## src/rtl/pcibw_pkg.sv

```systemverilog
// Package: shared layout of the bridge window decoder.
// Assumes a 32-bit data word. The control word bit positions are fixed here,
// because host software depends on them.
package pcibw_pkg;

    // Region select bundle: at most one member is high.
    typedef struct packed {
        logic mem;
        logic io;
        logic cfg;
        logic ctl;
    } region_t;

    localparam int CTL_RST_BIT = 31;  // PCI reset control
    localparam int CTL_IEN_BIT = 30;  // interrupt enable
    localparam int CTL_IRQ_BIT = 29;  // pending PCI interrupt (read only)

endpackage

```

## src/rtl/pcibw_region_decode.sv

```systemverilog
// Module: pcibw_region_decode
// Sorts a board-relative offset into the memory, I/O, configuration or
// control region. Assumes that the configuration and I/O windows are each
// 2**WIN_BITS bytes and aligned to that size. The memory window runs from
// offset 0 up to MEM_LIMIT (exclusive).
module pcibw_region_decode
    import pcibw_pkg::*;
#(
    parameter int                ADDR_W    = 32,
    parameter int                WIN_BITS  = 20,
    parameter int                CTL_BIT   = 15,
    parameter logic [ADDR_W-1:0] MEM_LIMIT = 32'h1FC0_0000,
    parameter logic [ADDR_W-1:0] CFG_BASE  = 32'h1FC0_0000,
    parameter logic [ADDR_W-1:0] IO_BASE   = 32'h1FE0_0000
) (
    input  logic [ADDR_W-1:0] addr,
    output region_t           region
);
    localparam int TAG_W = ADDR_W - WIN_BITS;

    logic [TAG_W-1:0] tag;
    logic             in_cfg_win;

    assign tag        = addr[ADDR_W-1:WIN_BITS];
    assign in_cfg_win = (tag == CFG_BASE[ADDR_W-1:WIN_BITS]);

    // Classify the offset; the windows do not overlap.
    always_comb begin
        region     = '0;
        region.mem = (addr < MEM_LIMIT);
        region.io  = (tag == IO_BASE[ADDR_W-1:WIN_BITS]);
        region.cfg = in_cfg_win && !addr[CTL_BIT];
        region.ctl = in_cfg_win &&  addr[CTL_BIT];
    end

endmodule

```

## src/rtl/pcibw_slot_decode.sv

```systemverilog
// Module: pcibw_slot_decode
// Turns a one-hot slot group into a binary slot number, and passes the
// function and register fields through. Assumes that `en` is the
// configuration select. Every output is zero while it is low.
module pcibw_slot_decode #(
    parameter int N_SLOTS = 4,
    parameter int FUNC_W  = 3,
    parameter int REG_W   = 8,
    parameter int SLOT_W  = $clog2(N_SLOTS)
) (
    input  logic               en,
    input  logic [N_SLOTS-1:0] slot_bits,
    input  logic [FUNC_W-1:0]  func_bits,
    input  logic [REG_W-1:0]   reg_bits,
    output logic               hit,
    output logic [SLOT_W-1:0]  slot_num,
    output logic [FUNC_W-1:0]  func_num,
    output logic [REG_W-1:0]   reg_off
);
    logic [N_SLOTS-1:0] match;

    // One comparator per slot: the group must be exactly that slot's bit.
    for (genvar i = 0; i < N_SLOTS; i++) begin : g_slot
        localparam logic [N_SLOTS-1:0] PATTERN = N_SLOTS'(1) << i;
        assign match[i] = en && (slot_bits == PATTERN);
    end

    // Encode the single match into a binary slot number.
    always_comb begin
        slot_num = '0;
        for (int i = 0; i < N_SLOTS; i++) begin
            if (match[i]) slot_num = SLOT_W'(i);
        end
    end

    assign hit      = |match;
    assign func_num = en ? func_bits : '0;
    assign reg_off  = en ? reg_bits  : '0;

endmodule

```

## src/rtl/pcibw_ctrl_reg.sv

```systemverilog
// Module: pcibw_ctrl_reg
// Holds the bridge control bits (interrupt enable, PCI reset), builds the
// status word and gates the host interrupt. Assumes that `wr` is already
// qualified by the control select. Reset is synchronous and active low.
module pcibw_ctrl_reg
    import pcibw_pkg::*;
#(
    parameter int DATA_W = 32
) (
    input  logic              clk,
    input  logic              rst_n,
    input  logic              wr,
    input  logic              wr_rst,
    input  logic              wr_ien,
    input  logic              pci_int,
    output logic              ien,
    output logic              pci_rst,
    output logic              host_irq,
    output logic [DATA_W-1:0] status
);
    // Control bits: cleared by reset, loaded by a control write.
    always_ff @(posedge clk) begin
        if (!rst_n) begin
            ien     <= 1'b0;
            pci_rst <= 1'b0;
        end else if (wr) begin
            ien     <= wr_ien;
            pci_rst <= wr_rst;
        end
    end

    // Status word seen by a control read.
    always_comb begin
        status              = '0;
        status[CTL_RST_BIT] = pci_rst;
        status[CTL_IEN_BIT] = ien;
        status[CTL_IRQ_BIT] = pci_int;
    end

    // Host request: interrupt gated by the enable.
    assign host_irq = pci_int && ien;

    // a control write loads both bits
    assert_ctl_load_R8: assert property (@(posedge clk) disable iff (!rst_n)
        wr |=> (pci_rst == $past(wr_rst)) && (ien == $past(wr_ien)));

    // with no control write the bits hold
    assert_ctl_hold_R8: assert property (@(posedge clk) disable iff (!rst_n)
        !wr |=> $stable(pci_rst) && $stable(ien));

endmodule

```

## src/rtl/pcibw_window_decoder.sv

```systemverilog
// Module: pcibw_window_decoder (top)
// Decodes the bridge's host window, holds the control word and supplies
// bridge-side read data. Assumes that read and write strobes qualify the
// offset and data in the same cycle. Decode is combinational; only the
// control bits are registered.
module pcibw_window_decoder
    import pcibw_pkg::*;
#(
    parameter int ADDR_W   = 32,
    parameter int DATA_W   = 32,
    parameter int N_SLOTS  = 4,
    parameter int SLOT_LSB = 16,
    parameter int FUNC_LSB = 8,
    parameter int FUNC_W   = 3,
    parameter int REG_W    = 8,
    parameter int SLOT_W   = $clog2(N_SLOTS)
) (
    input  logic              clk,
    input  logic              rst_n,
    input  logic [ADDR_W-1:0] addr,
    input  logic              rd_en,
    input  logic              wr_en,
    input  logic [DATA_W-1:0] wdata,
    input  logic              pci_int,
    output logic              sel_mem,
    output logic              sel_io,
    output logic              sel_cfg,
    output logic              sel_ctl,
    output logic              slot_hit,
    output logic [SLOT_W-1:0] slot_num,
    output logic [FUNC_W-1:0] func_num,
    output logic [REG_W-1:0]  reg_off,
    output logic [DATA_W-1:0] rdata,
    output logic              pci_rst,
    output logic              host_irq
);
    region_t           region;
    logic              ien;
    logic [DATA_W-1:0] status;
    logic              unused_wdata;

    assign unused_wdata = ^wdata[CTL_IRQ_BIT:0];

    pcibw_region_decode #(
        .ADDR_W (ADDR_W)
    ) u_region (
        .addr   (addr),
        .region (region)
    );

    assign sel_mem = region.mem;
    assign sel_io  = region.io;
    assign sel_cfg = region.cfg;
    assign sel_ctl = region.ctl;

    pcibw_slot_decode #(
        .N_SLOTS (N_SLOTS),
        .FUNC_W  (FUNC_W),
        .REG_W   (REG_W),
        .SLOT_W  (SLOT_W)
    ) u_slot (
        .en        (region.cfg),
        .slot_bits (addr[SLOT_LSB +: N_SLOTS]),
        .func_bits (addr[FUNC_LSB +: FUNC_W]),
        .reg_bits  (addr[0 +: REG_W]),
        .hit       (slot_hit),
        .slot_num  (slot_num),
        .func_num  (func_num),
        .reg_off   (reg_off)
    );

    pcibw_ctrl_reg #(
        .DATA_W (DATA_W)
    ) u_ctrl (
        .clk      (clk),
        .rst_n    (rst_n),
        .wr       (wr_en && region.ctl),
        .wr_rst   (wdata[CTL_RST_BIT]),
        .wr_ien   (wdata[CTL_IEN_BIT]),
        .pci_int  (pci_int),
        .ien      (ien),
        .pci_rst  (pci_rst),
        .host_irq (host_irq),
        .status   (status)
    );

    // Bridge read data: status word, all ones on a miss, zero otherwise.
    always_comb begin
        rdata = '0;
        if (rd_en) begin
            if (region.ctl)
                rdata = status;
            else if (!region.mem && !region.io && !(region.cfg && slot_hit))
                rdata = '1;
        end
    end

    // selects are mutually exclusive
    assert_sel_exclusive_R4: assert property (@(posedge clk) disable iff (!rst_n)
        $onehot0({sel_mem, sel_io, sel_cfg, sel_ctl}));

    // a slot hit only occurs on a configuration access
    assert_hit_in_cfg_R5: assert property (@(posedge clk) disable iff (!rst_n)
        slot_hit |-> sel_cfg);

    // unused status bits read as zero
    assert_ctl_zero_bits_R9: assert property (@(posedge clk) disable iff (!rst_n)
        (rd_en && sel_ctl) |-> (rdata[CTL_IRQ_BIT-1:0] == '0));

    // host request needs a PCI interrupt
    assert_irq_needs_int_R10: assert property (@(posedge clk) disable iff (!rst_n)
        host_irq |-> pci_int);

    // the PCI reset output follows the control bit status
    assert_rst_visible_R11: assert property (@(posedge clk) disable iff (!rst_n)
        (rd_en && sel_ctl) |-> (rdata[CTL_RST_BIT] == pci_rst));

endmodule

```

## config.mk

```make
export PLATFORM = sky130hd
export DESIGN_NAME = pcibw_window_decoder
export DESIGN_NICKNAME = d
export VERILOG_FILES = /design/src/rtl/pcibw_pkg.sv /design/src/rtl/pcibw_region_decode.sv /design/src/rtl/pcibw_slot_decode.sv /design/src/rtl/pcibw_ctrl_reg.sv /design/src/rtl/pcibw_window_decoder.sv
export SDC_FILE = /design/constraint.sdc
export NUM_CORES = 1
export LEC_CHECK = 0
export BUFFER_PORTS_ARGS = -buffer_cell sky130_fd_sc_hd__buf_2
export CORE_AREA = 4 4 55 57
export DETAILED_ROUTE_END_ITERATION = 6
export DIE_AREA = 0 0 59 61
export GPL_TIMING_DRIVEN = 0
export PLACE_DENSITY_LB_ADDON = 0.2
export SYNTH_ARGS = -nofsm -noshare
export SYNTH_HDL_FRONTEND = slang
export SYNTH_SLANG_ARGS = --single-unit
```

## constraint.sdc

```tcl
create_clock -name clk -period 4.2 [get_ports clk]
set_input_delay 0.42 -clock clk [delete_from_list [all_inputs] [get_ports clk]]
set_output_delay 0.42 -clock clk [all_outputs]
set_load 0.02 [all_outputs]
```

==> metrics.txt, run 1 <==
ys async rst share 0; cell family with the largest share of critical-path delay compound AO/OA/AOI/OAI gates; Mapped Nets 150; number of search-and-repair iterations in the first detailed-routing pass 2; Die Footprint ~0.0036 mm^2; shortest period the worst path allows 2.98 ns; H-tree level count 1; Placed Area approximately 0.0011 mm^2; share of layout cells above drive strength 1 0.749; RSZ-0062 raised after global routing false; setup-violating endpoint count in the final report 0; register cell area after layout around 40 um^2; via density per instance about 4.1; number of nets in the layout between 200 and 250; worst-case clock buffer depth 2; last weighted congestion value of the routability-driven placer 0.677; wire length per cell after detailed routing between 10 and 15 um; Critical Path Sink Type output pin; all-layer global routing usage 0.100; Worst Min Path Start wdata[31]; Max rail drop VDD roughly 0.13 mV; sum of negative setup slack 0 ns; largest net degree at the start of global routing 18; critical path, cell by cell buf_2 > nand3_2 > a2111oi_0 > o21ai_0 > nor3_2 > buf_6 > buf_4 > buf_2; distinct cell type count of the synthesized netlist 25; worst r2r dst u_ctrl.pci_rst$_SDFFE_PN0P_; final wirelength 2070 um; fill cell instance count of the final layout between 200 and 300; crit path DAT approximately 2.6 ns; EDFF count, synth 0; most common flop cell mapped by yosys sky130_fd_sc_hd__dfxtp_1; root cell of the clock tree sky130_fd_sc_hd__clkbuf_4; number of routed nets with antenna violations 0; endpoint with the worst hold slack u_ctrl.pci_rst$_SDFFE_PN0P_; CTS Hold Bufs 0; area of the multi-input gates between 300 and 400 um^2; slew at the pin closest to its max-slew limit between 0.7 and 0.8 ns; cell area after synthesis about 620 um^2; overflow left after global routing 0; run status finished clean; num rows 18; count of buffers from port buffering 86; leakage component of the power 0.704 nW; power density over the cells around 150 mW/mm^2; CTS clk-pin slew, worst paths roughly 0.03 ns; number of antenna violations at the first check in global routing 0; R2R Setup Slk about 3.6 ns; Worst Path Class, Setup in2out; average cell area after synthesis ~7.6 um^2; share of Yosys cell area claimed by the top area cell type 0.340; number of instances resized during post-cts repair 0; kind of start point of the critical path input port; Data required, critical path 3.78 ns; die width 59 um; via count 830; maximum clock frequency 0.336 GHz; Post-synth top cells sky130_fd_sc_hd__buf_4, sky130_fd_sc_hd__and2_1, sky130_fd_sc_hd__nand2_1; clock net sink count 2; crit-path max cell delay 0.62 ns; sequential share of the synthesized area 0.0648; CTS buffer count 3; worst min-delay path class in2reg; top fanout value on the critical path 17; count of pins on the block boundary 121; max-cap viol count 0; hold slack final 0.442 ns; post-synthesis sequential element count 2; first-pass GRT wire length between 2000 and 3000 um; post-synth top area cell sky130_fd_sc_hd__buf_4; number of DRC violations after detailed routing 0; Buf/Inv on CP 4; Yosys Warn Count 0; cell type with the highest occurrence count on the critical path sky130_fd_sc_hd__buf_2; clock latency of the later-clocked register in the worst-skew pair between 0.2 and 0.25 ns; Clock Skews 0 ns; area of all placed cells without fillers approximately 0.0011 mm^2; cell types occupying the most area after synthesis sky130_fd_sc_hd__buf_4, sky130_fd_sc_hd__and2_1, sky130_fd_sc_hd__nor4_4, sky130_fd_sc_hd__dfxtp_1, sky130_fd_sc_hd__nor4b_1; most frequently used cell type in the post-synthesis netlist sky130_fd_sc_hd__buf_4; overall die height ~61 um; Antenna diodes 0; Final Hold Vio Count 0; count of mapped cells out of synthesis 81; P&R area growth vs syn 82.0%; buffers inserted by post-CTS timing repair 0; core footprint between 0.002 and 0.0025 mm^2; startpoint of the worst-slack reg-to-reg timing path u_ctrl.pci_rst$_SDFFE_PN0P_; TritonCTS clock tree yes; detailed router's first-iteration violation count 23; HPWL after DPL around 1800 um; number of max-slew violations in the final report 0; via count of the first global-routing pass between 600 and 700; part of the cycle the worst path needs 0.709; initial cell density of the core 0.249; Worst Reg2Reg Path Length in Cells 2; worst hold path stage count 3; cell with the largest stage delay on the worst path sky130_fd_sc_hd__nor3_2; worst slew margin relative to its limit 0.503
[worst max-delay path by stage]
| stage | startpoint | endpoint | slack [ns] | depth (start not counted) |
|---|---|---|---|---|
| 5_1_grt | addr[27] | rdata[17] | 1.0 | 8 |
| 3_5_place_dp | addr[27] | rdata[14] | 1.16 | 8 |
| 2_1_floorplan | addr[18] | rdata[10] | 0.47 | 5 |
| 3_3_place_gp | addr[27] | rdata[6] | 0.03 | 7 |
| 6_report | addr[27] | rdata[14] | 1.22 | 8 |
| 4_1_cts | addr[27] | rdata[14] | 1.15 | 8 |
[metrics by stage]
stage               power, mW  cells   util  setup WS [ns]
floorplan              0.0873     81      -          0.468
global placement        0.127    197  0.438         0.0310
global route            0.183    201  0.454          0.997
detailed placement      0.128    198  0.445           1.16
finish                  0.169    201  0.454           1.22
CTS                     0.173    201  0.454           1.15
[cell families (layout without fill, tap and decap cells)]
group | Yosys count | after routing | share of synthesized area
AO/OA/AOI/OAI | 6 | 6 | 0.0729
XOR/XNOR | 2 | 2 | 0.0283
buffers and inverters | 32 | 122 | 0.366
flip-flops | 2 | 2 | 0.0648
multiplexers | 2 | 2 | 0.0324
AND/OR/NAND/NOR | 37 | 37 | 0.435
[worst min-delay path, stage by stage]
cell,delay (ns)
sky130_fd_sc_hd__buf_2,0.10
sky130_fd_sc_hd__nand2_1,0.05
sky130_fd_sc_hd__mux2i_1,0.05
[cells in the final DEF, fill, tap and decap left out, types with 2 or more instances in the layout]
cell type	instances
sky130_fd_sc_hd__nor3_1	2
sky130_fd_sc_hd__xnor2_1	2
sky130_fd_sc_hd__buf_4	28
sky130_fd_sc_hd__clkbuf_4	3
sky130_fd_sc_hd__nor4_4	2
sky130_fd_sc_hd__inv_1	3
sky130_fd_sc_hd__mux2i_1	2
sky130_fd_sc_hd__a211oi_1	2
sky130_fd_sc_hd__dfxtp_1	2
sky130_fd_sc_hd__and2_1	11
sky130_fd_sc_hd__nor4b_1	4
sky130_fd_sc_hd__nor2_1	3
sky130_fd_sc_hd__nand2_1	6
sky130_fd_sc_hd__buf_2	87
[area by class of cell]
| cell class | instances | share of cell area |
|---|---|---|
| plain buffers | 29 | 0.191 |
| inverters | 3 | 0.0100 |
| clock buffers | 3 | 0.0200 |
| flip-flops and latches | 2 | 0.0356 |
| repair buffers | 87 | 0.393 |
| well taps | 30 | 0.0334 |
| multi-input cells | 47 | 0.317 |
[registers in the layout, indices dropped and copies added, names as in the netlist]
register	flops
u_ctrl.pci_rst	1
u_ctrl.ien	1
[routing by layer]
| layer | vias to the layer above | wire, um | global-route usage |
|---|---|---|---|
| met4 | 0 | 19 | 0.0485 |
| met3 | 2 | 333 | 0.0383 |
| met2 | 52 | 984 | 0.166 |
| met5 | - | 0 | 0 |
| met1 | 345 | 729 | 0.113 |
| li1 | 431 | - | - |
[where the power goes]
part / total (mW) / internal [mW] / switching [mW] / leakage [nW]
clock: 0.0429 / 0.0316 / 0.0114 / 0.0138
combinational: 0.107 / 0.0514 / 0.0554 / 0.674
sequential: 0.0191 / 0.0191 / 0.000000680 / 0.0161
Power figures use the tool's default switching activity.
==> inputs of run 2 (changes only) <==
==> constraint.sdc (replaced) <==
create_clock -name clk -period 3.1 [get_ports clk]
set_input_delay 0.31 -clock clk [delete_from_list [all_inputs] [get_ports clk]]
set_output_delay 0.31 -clock clk [all_outputs]
set_load 0.02 [all_outputs]
==> metrics.txt, run 2 (same netlist as run 1, synthesis figures left out) <==
run status finished clean; busiest grt layer met2; Die Footprint about 0.0036 mm^2; largest net degree at the start of global routing 30; global routing usage on met2 0.188; Global Route met3 Usage 0.0149; final wirelength approximately 2100 um; P&R area growth vs syn 81.2%; detailed router's first-iteration violation count 12; Buf/Inv on CP 3; kind of start point of the critical path input port; Max rail drop VDD about 0.13 mV; leakage component of the power between 0.6 and 0.7 nW; first-pass GRT wire length approximately 2900 um; via density per instance 4.16; last weighted congestion value of the routability-driven placer roughly 0.7; Final Hold Vio Count 0; minimum setup slack in the final design between 0.4 and 0.5 ns; HPWL after DPL around 1800 um; worst min-delay path class in2reg; top fanout value on the critical path 29; Worst Path Class, Setup in2out; cell with the largest stage delay on the worst path sky130_fd_sc_hd__nor3_4; count of buffers from port buffering 86; maximum clock frequency ~0.37 GHz; overflow left after global routing 0; RSZ-0062 raised after global routing false; hold slack final roughly 0.33 ns; wire length per cell after detailed routing between 10 and 15 um; count of pins on the block boundary roughly 120; clock latency of the later-clocked register in the worst-skew pair between 0.2 and 0.25 ns; core footprint roughly 0.0025 mm^2; final standard cell count with taps included and fillers excluded 200; crit path DAT 2.39 ns; part of the cycle the worst path needs 0.871; cell family with the largest share of critical-path delay simple AND/OR/NAND/NOR gates; power density over the cells between 200 and 250 mW/mm^2; biggest regs u_ctrl.ien (1), u_ctrl.pci_rst (1); max-cap viol count 0; initial cell density of the core 0.249; Data required, critical path ~2.8 ns; H-tree level count 1; via count 831; number of nets in the layout ~240; number of antenna violations at the first check in global routing 0; worst-case clock buffer depth 2; num rows 18; number of routed nets with antenna violations 0; number of max-slew violations in the final report 0; die width just under 60 um; crit-path max cell delay between 0.7 and 0.8 ns; worst slew margin relative to its limit 0.394; number of search-and-repair iterations in the first detailed-routing pass 4; all-layer global routing usage 0.103; share of layout cells above drive strength 1 0.747; number of DRC violations after detailed routing 0; setup slack after placement -0.120 ns; shortest period the worst path allows 2.70 ns; CTS clk-pin slew, worst paths 0.03 ns; Antenna diodes 0; clock net sink count 2; root cell of the clock tree sky130_fd_sc_hd__clkbuf_4; via count of the first global-routing pass roughly 680; commonest cells after routing, fill and taps aside sky130_fd_sc_hd__buf_2, sky130_fd_sc_hd__buf_4, sky130_fd_sc_hd__and2_1, sky130_fd_sc_hd__nand2_1, sky130_fd_sc_hd__nor4b_1; critical path, cell by cell buf_2 > nand3_2 > a2111oi_0 > o21ai_0 > nor3_4 > buf_4 > buf_2; cell type with the highest occurrence count on the critical path sky130_fd_sc_hd__buf_2; Critical Path Sink Type output pin; slew at the pin closest to its max-slew limit around 0.9 ns; Clock Skews 0 ns; leading cell type in the layout, fill and taps excluded sky130_fd_sc_hd__buf_2; GR Layer Usage met1 0.121; CTS Hold Bufs 0; CTS buffer count 3; overall power 227 uW; Placed Instances 197; TritonCTS clock tree yes; overall die height ~60 um; setup-violating endpoint count in the final report 0
==> run 2: cell types whose count changed in the layout (fill, tap and decap cells not counted) <==
cell	before	now
sky130_fd_sc_hd__buf_6	1	0
sky130_fd_sc_hd__nor3_2	1	0
sky130_fd_sc_hd__nor3_4	0	1
==> run 2: metal layers <==
layer | wire (um) | part of all wire | up-vias
li1 | - | - | 431
met1 | 770 | 0.37 | 353
met2 | 1080 | 0.52 | 47
met3 | 240 | 0.11 | 0
met4 | 0 | 0 | 0
met5 | 0 | 0 | -
==> run 2: worst paths after layout <==
check / startpoint / endpoint / slack, ns / depth (start not counted)
worst max register to register: u_ctrl.pci_rst$_SDFFE_PN0P_ / u_ctrl.pci_rst$_SDFFE_PN0P_ / 2.49 / 2
worst min register to register: u_ctrl.ien$_SDFFE_PN0P_ / u_ctrl.ien$_SDFFE_PN0P_ / 0.46 / 2
worst min-delay path: wdata[30] / u_ctrl.ien$_SDFFE_PN0P_ / 0.33 / 3
worst max-delay path: addr[27] / rdata[21] / 0.40 / 7
==> run 2: final cells by class <==
class                   instances  area, um^2
well taps                      30        37.5
fillers                       262        1360
inverters                       3        11.3
flip-flops and latches          2        40.0
repair buffers                 86         430
plain buffers                  29         215
multi-input cells              47         363
clock buffers                   3        22.5
==> run 2: report_power, final <==
group / total, mW / switching [mW] / internal [mW] / leakage, nW
registers: 0.0259 / 0.000000893 / 0.0259 / 0.0161
clock network: 0.0573 / 0.0147 / 0.0427 / 0.0138
logic: 0.144 / 0.0749 / 0.0689 / 0.666
total: 0.227 / 0.0896 / 0.138 / 0.696
==> run 2: what timing repair did <==
| item | 4_1_cts | 5_1_grt |
|---|---|---|
| setup buffers | 0 | 0 |
| resized for setup | 1 | 0 |
| setup endpoints to repair | 29 | 0 |
| endpoints found under the hold margin | 0 | 0 |
==> run 2: tightest hold or removal path, delay by kind of cell <==
kind | cells | cell delay, ns
buf+inv | 1 | 0.09
mux | 1 | 0.05
simple gates | 1 | 0.05
==> run 2: metrics by stage <==
stage / setup TNS, ns / utilization / area (um^2)
after floorplan: 0 / - / 623
after global placement: 0 / 0.440 / 1090
after detailed placement: -3.29 / 0.440 / 1090
after CTS: 0 / 0.452 / 1120
after global routing: 0 / 0.452 / 1120
final: 0 / 0.452 / 1120
==> inputs of run 3 (changes only) <==
--- a/config.mk
+++ b/config.mk
@@ -11,6 +11,7 @@
 export DIE_AREA = 0 0 59 61
 export GPL_TIMING_DRIVEN = 0
 export PLACE_DENSITY_LB_ADDON = 0.2
+export REMOVE_ABC_BUFFERS = 1
 export SYNTH_ARGS = -nofsm -noshare
 export SYNTH_HDL_FRONTEND = slang
 export SYNTH_SLANG_ARGS = --single-unit
==> metrics.txt, run 3 (same netlist as run 1, synthesis figures left out) <==
fraction of power spent switching nets 0.429; setup slack after placement between 0.3 and 0.4 ns; area of the multi-input gates 357 um^2; kind of start point of the critical path input port; number of search-and-repair iterations in the first detailed-routing pass 2; crit path DAT 2.30 ns; share of layout cells above drive strength 1 0.695; maximum clock frequency 0.383 GHz; initial cell density of the core 0.249; setup-violating endpoint count in the final report 0; largest net degree at the start of global routing 30; last weighted congestion value of the routability-driven placer between 0.6 and 0.7; run status finished clean; R2R Setup Slk between 2 and 3 ns; number of DRC violations after detailed routing 0; CTS buffer count 3; RSZ-0062 raised after global routing false; Max rail drop VDD between 0.2 and 0.25 mV; die width just under 60 um; clock latency of the later-clocked register in the worst-skew pair 0.22 ns; via count of the first global-routing pass 684; sw power 82.3 uW; slew at the pin closest to its max-slew limit 1.03 ns; detailed router's first-iteration violation count 21; endpoint with the worst hold slack u_ctrl.pci_rst$_SDFFE_PN0P_; H-tree level count 1; worst r2r dst u_ctrl.pci_rst$_SDFFE_PN0P_; Final Hold Vio Count 0; fill cell instance count of the final layout between 200 and 300; count of buffers from port buffering 86; Die Footprint between 0.003 and 0.004 mm^2; worst min-delay path class in2reg; power density over the cells around 210 mW/mm^2; final standard cell count with taps included and fillers excluded approximately 170; shortest period the worst path allows about 2.6 ns; Flop pwr share 0.135; final wirelength 1750 um; via count 750; TritonCTS clock tree yes; P&R area growth vs syn 45.3%; number of max-slew violations in the final report 0; leading cell type in the layout, fill and taps excluded sky130_fd_sc_hd__buf_2; Worst Min Path Start wdata[31]; num rows 18; first-pass GRT wire length approximately 2500 um; Critical Path Sink Type output pin; core footprint around 0.0025 mm^2; root cell of the clock tree sky130_fd_sc_hd__clkbuf_4; CTS clk-pin slew, worst paths ~0.03 ns; proportion of power drawn by combinational gates 0.568; buffers inserted by post-CTS timing repair 0; clock net sink count 2; leakage component of the power 0.555 nW; minimum setup slack in the final design about 0.5 ns; Antenna diodes 0; Placed Instances 168; internal power roughly 110 uW; overall power between 150 and 200 uW; via density per instance 4.39; top fanout value on the critical path 29; worst hold path stage count 3; overflow left after global routing 0; worst-case clock buffer depth 2; HPWL after DPL 1570 um; Clock Skews 0 ns; part of the cycle the worst path needs 0.843; worst slew margin relative to its limit 0.311; register cell area after layout 40.0 um^2; number of instances resized during post-cts repair 0; Worst Reg2Reg Path Length in Cells 2; startpoint of the worst-slack reg-to-reg timing path u_ctrl.pci_rst$_SDFFE_PN0P_; count of pins on the block boundary ~120; clock power share 0.296; number of antenna violations at the first check in global routing 0; biggest regs u_ctrl.ien (1), u_ctrl.pci_rst (1); number of nets in the layout approximately 210; Data required, critical path about 2.8 ns; all-layer global routing usage 0.0878; commonest cells after routing, fill and taps aside sky130_fd_sc_hd__buf_2, sky130_fd_sc_hd__and2_1, sky130_fd_sc_hd__nand2_1, sky130_fd_sc_hd__nor4b_1; number of routed nets with antenna violations 0; overall die height 61 um; Worst Path Class, Setup in2out; max-cap viol count 0; wire length per cell after detailed routing 10.3 um; CTS Hold Bufs 0
## run 3: power groups by stage
stage | registers [mW] | logic, mW | clock network (mW)
global placement | 0.0263 | 0.110 | 0
finish | 0.0260 | 0.109 | 0.0568
detailed placement | 0.0263 | 0.110 | 0
floorplan | 0.0263 | 0.0567 | 0
global route | 0.0259 | 0.118 | 0.0612
CTS | 0.0259 | 0.111 | 0.0604
## run 3: layout make-up
type,instances,share of cell area
Timing Repair Buffer,86,0.479
Multi-Input combinational cell,47,0.397
Sequential cell,2,0.0446
Tap cell,30,0.0418
Clock buffer,3,0.0251
Inverter,3,0.0125
## run 3: per-stage QoR
step                      TNS, ns   util  instance area [um^2]  hold WS [ns]
final                           0  0.363                   898         0.332
after global routing            0  0.363                   898         0.347
after CTS                       0  0.363                   898         0.327
after detailed placement        0  0.354                   876         0.461
after global placement      -2.96  0.352                   871         0.450
after floorplan           -282.25      -                   403         0.438
## run 3: worst max path at each step
stage	from	end	slack (ns)	cells after the start
after global routing	addr[27]	rdata[22]	0.09	6
final	addr[27]	rdata[5]	0.49	6
after global placement	addr[27]	rdata[6]	-0.11	6
after detailed placement	addr[27]	rdata[6]	0.39	6
after CTS	addr[27]	rdata[6]	0.40	6
after floorplan	addr[18]	rdata[0]	-9.73	4
## run 3: metal layers
layer,vias up,part of all wire,global-route usage
li1,369,-,-
met1,306,0.35,0.0955
met2,73,0.41,0.159
met3,2,0.24,0.0234
met4,0,0.0057,0.0388
met5,-,0,0
## run 3: critical path, cell delays in order
cell	delay, ns
sky130_fd_sc_hd__buf_2	0.08
sky130_fd_sc_hd__nand3_2	0.14
sky130_fd_sc_hd__a2111oi_0	0.37
sky130_fd_sc_hd__o21ai_0	0.25
sky130_fd_sc_hd__nor3_2	0.83
sky130_fd_sc_hd__buf_2	0.32
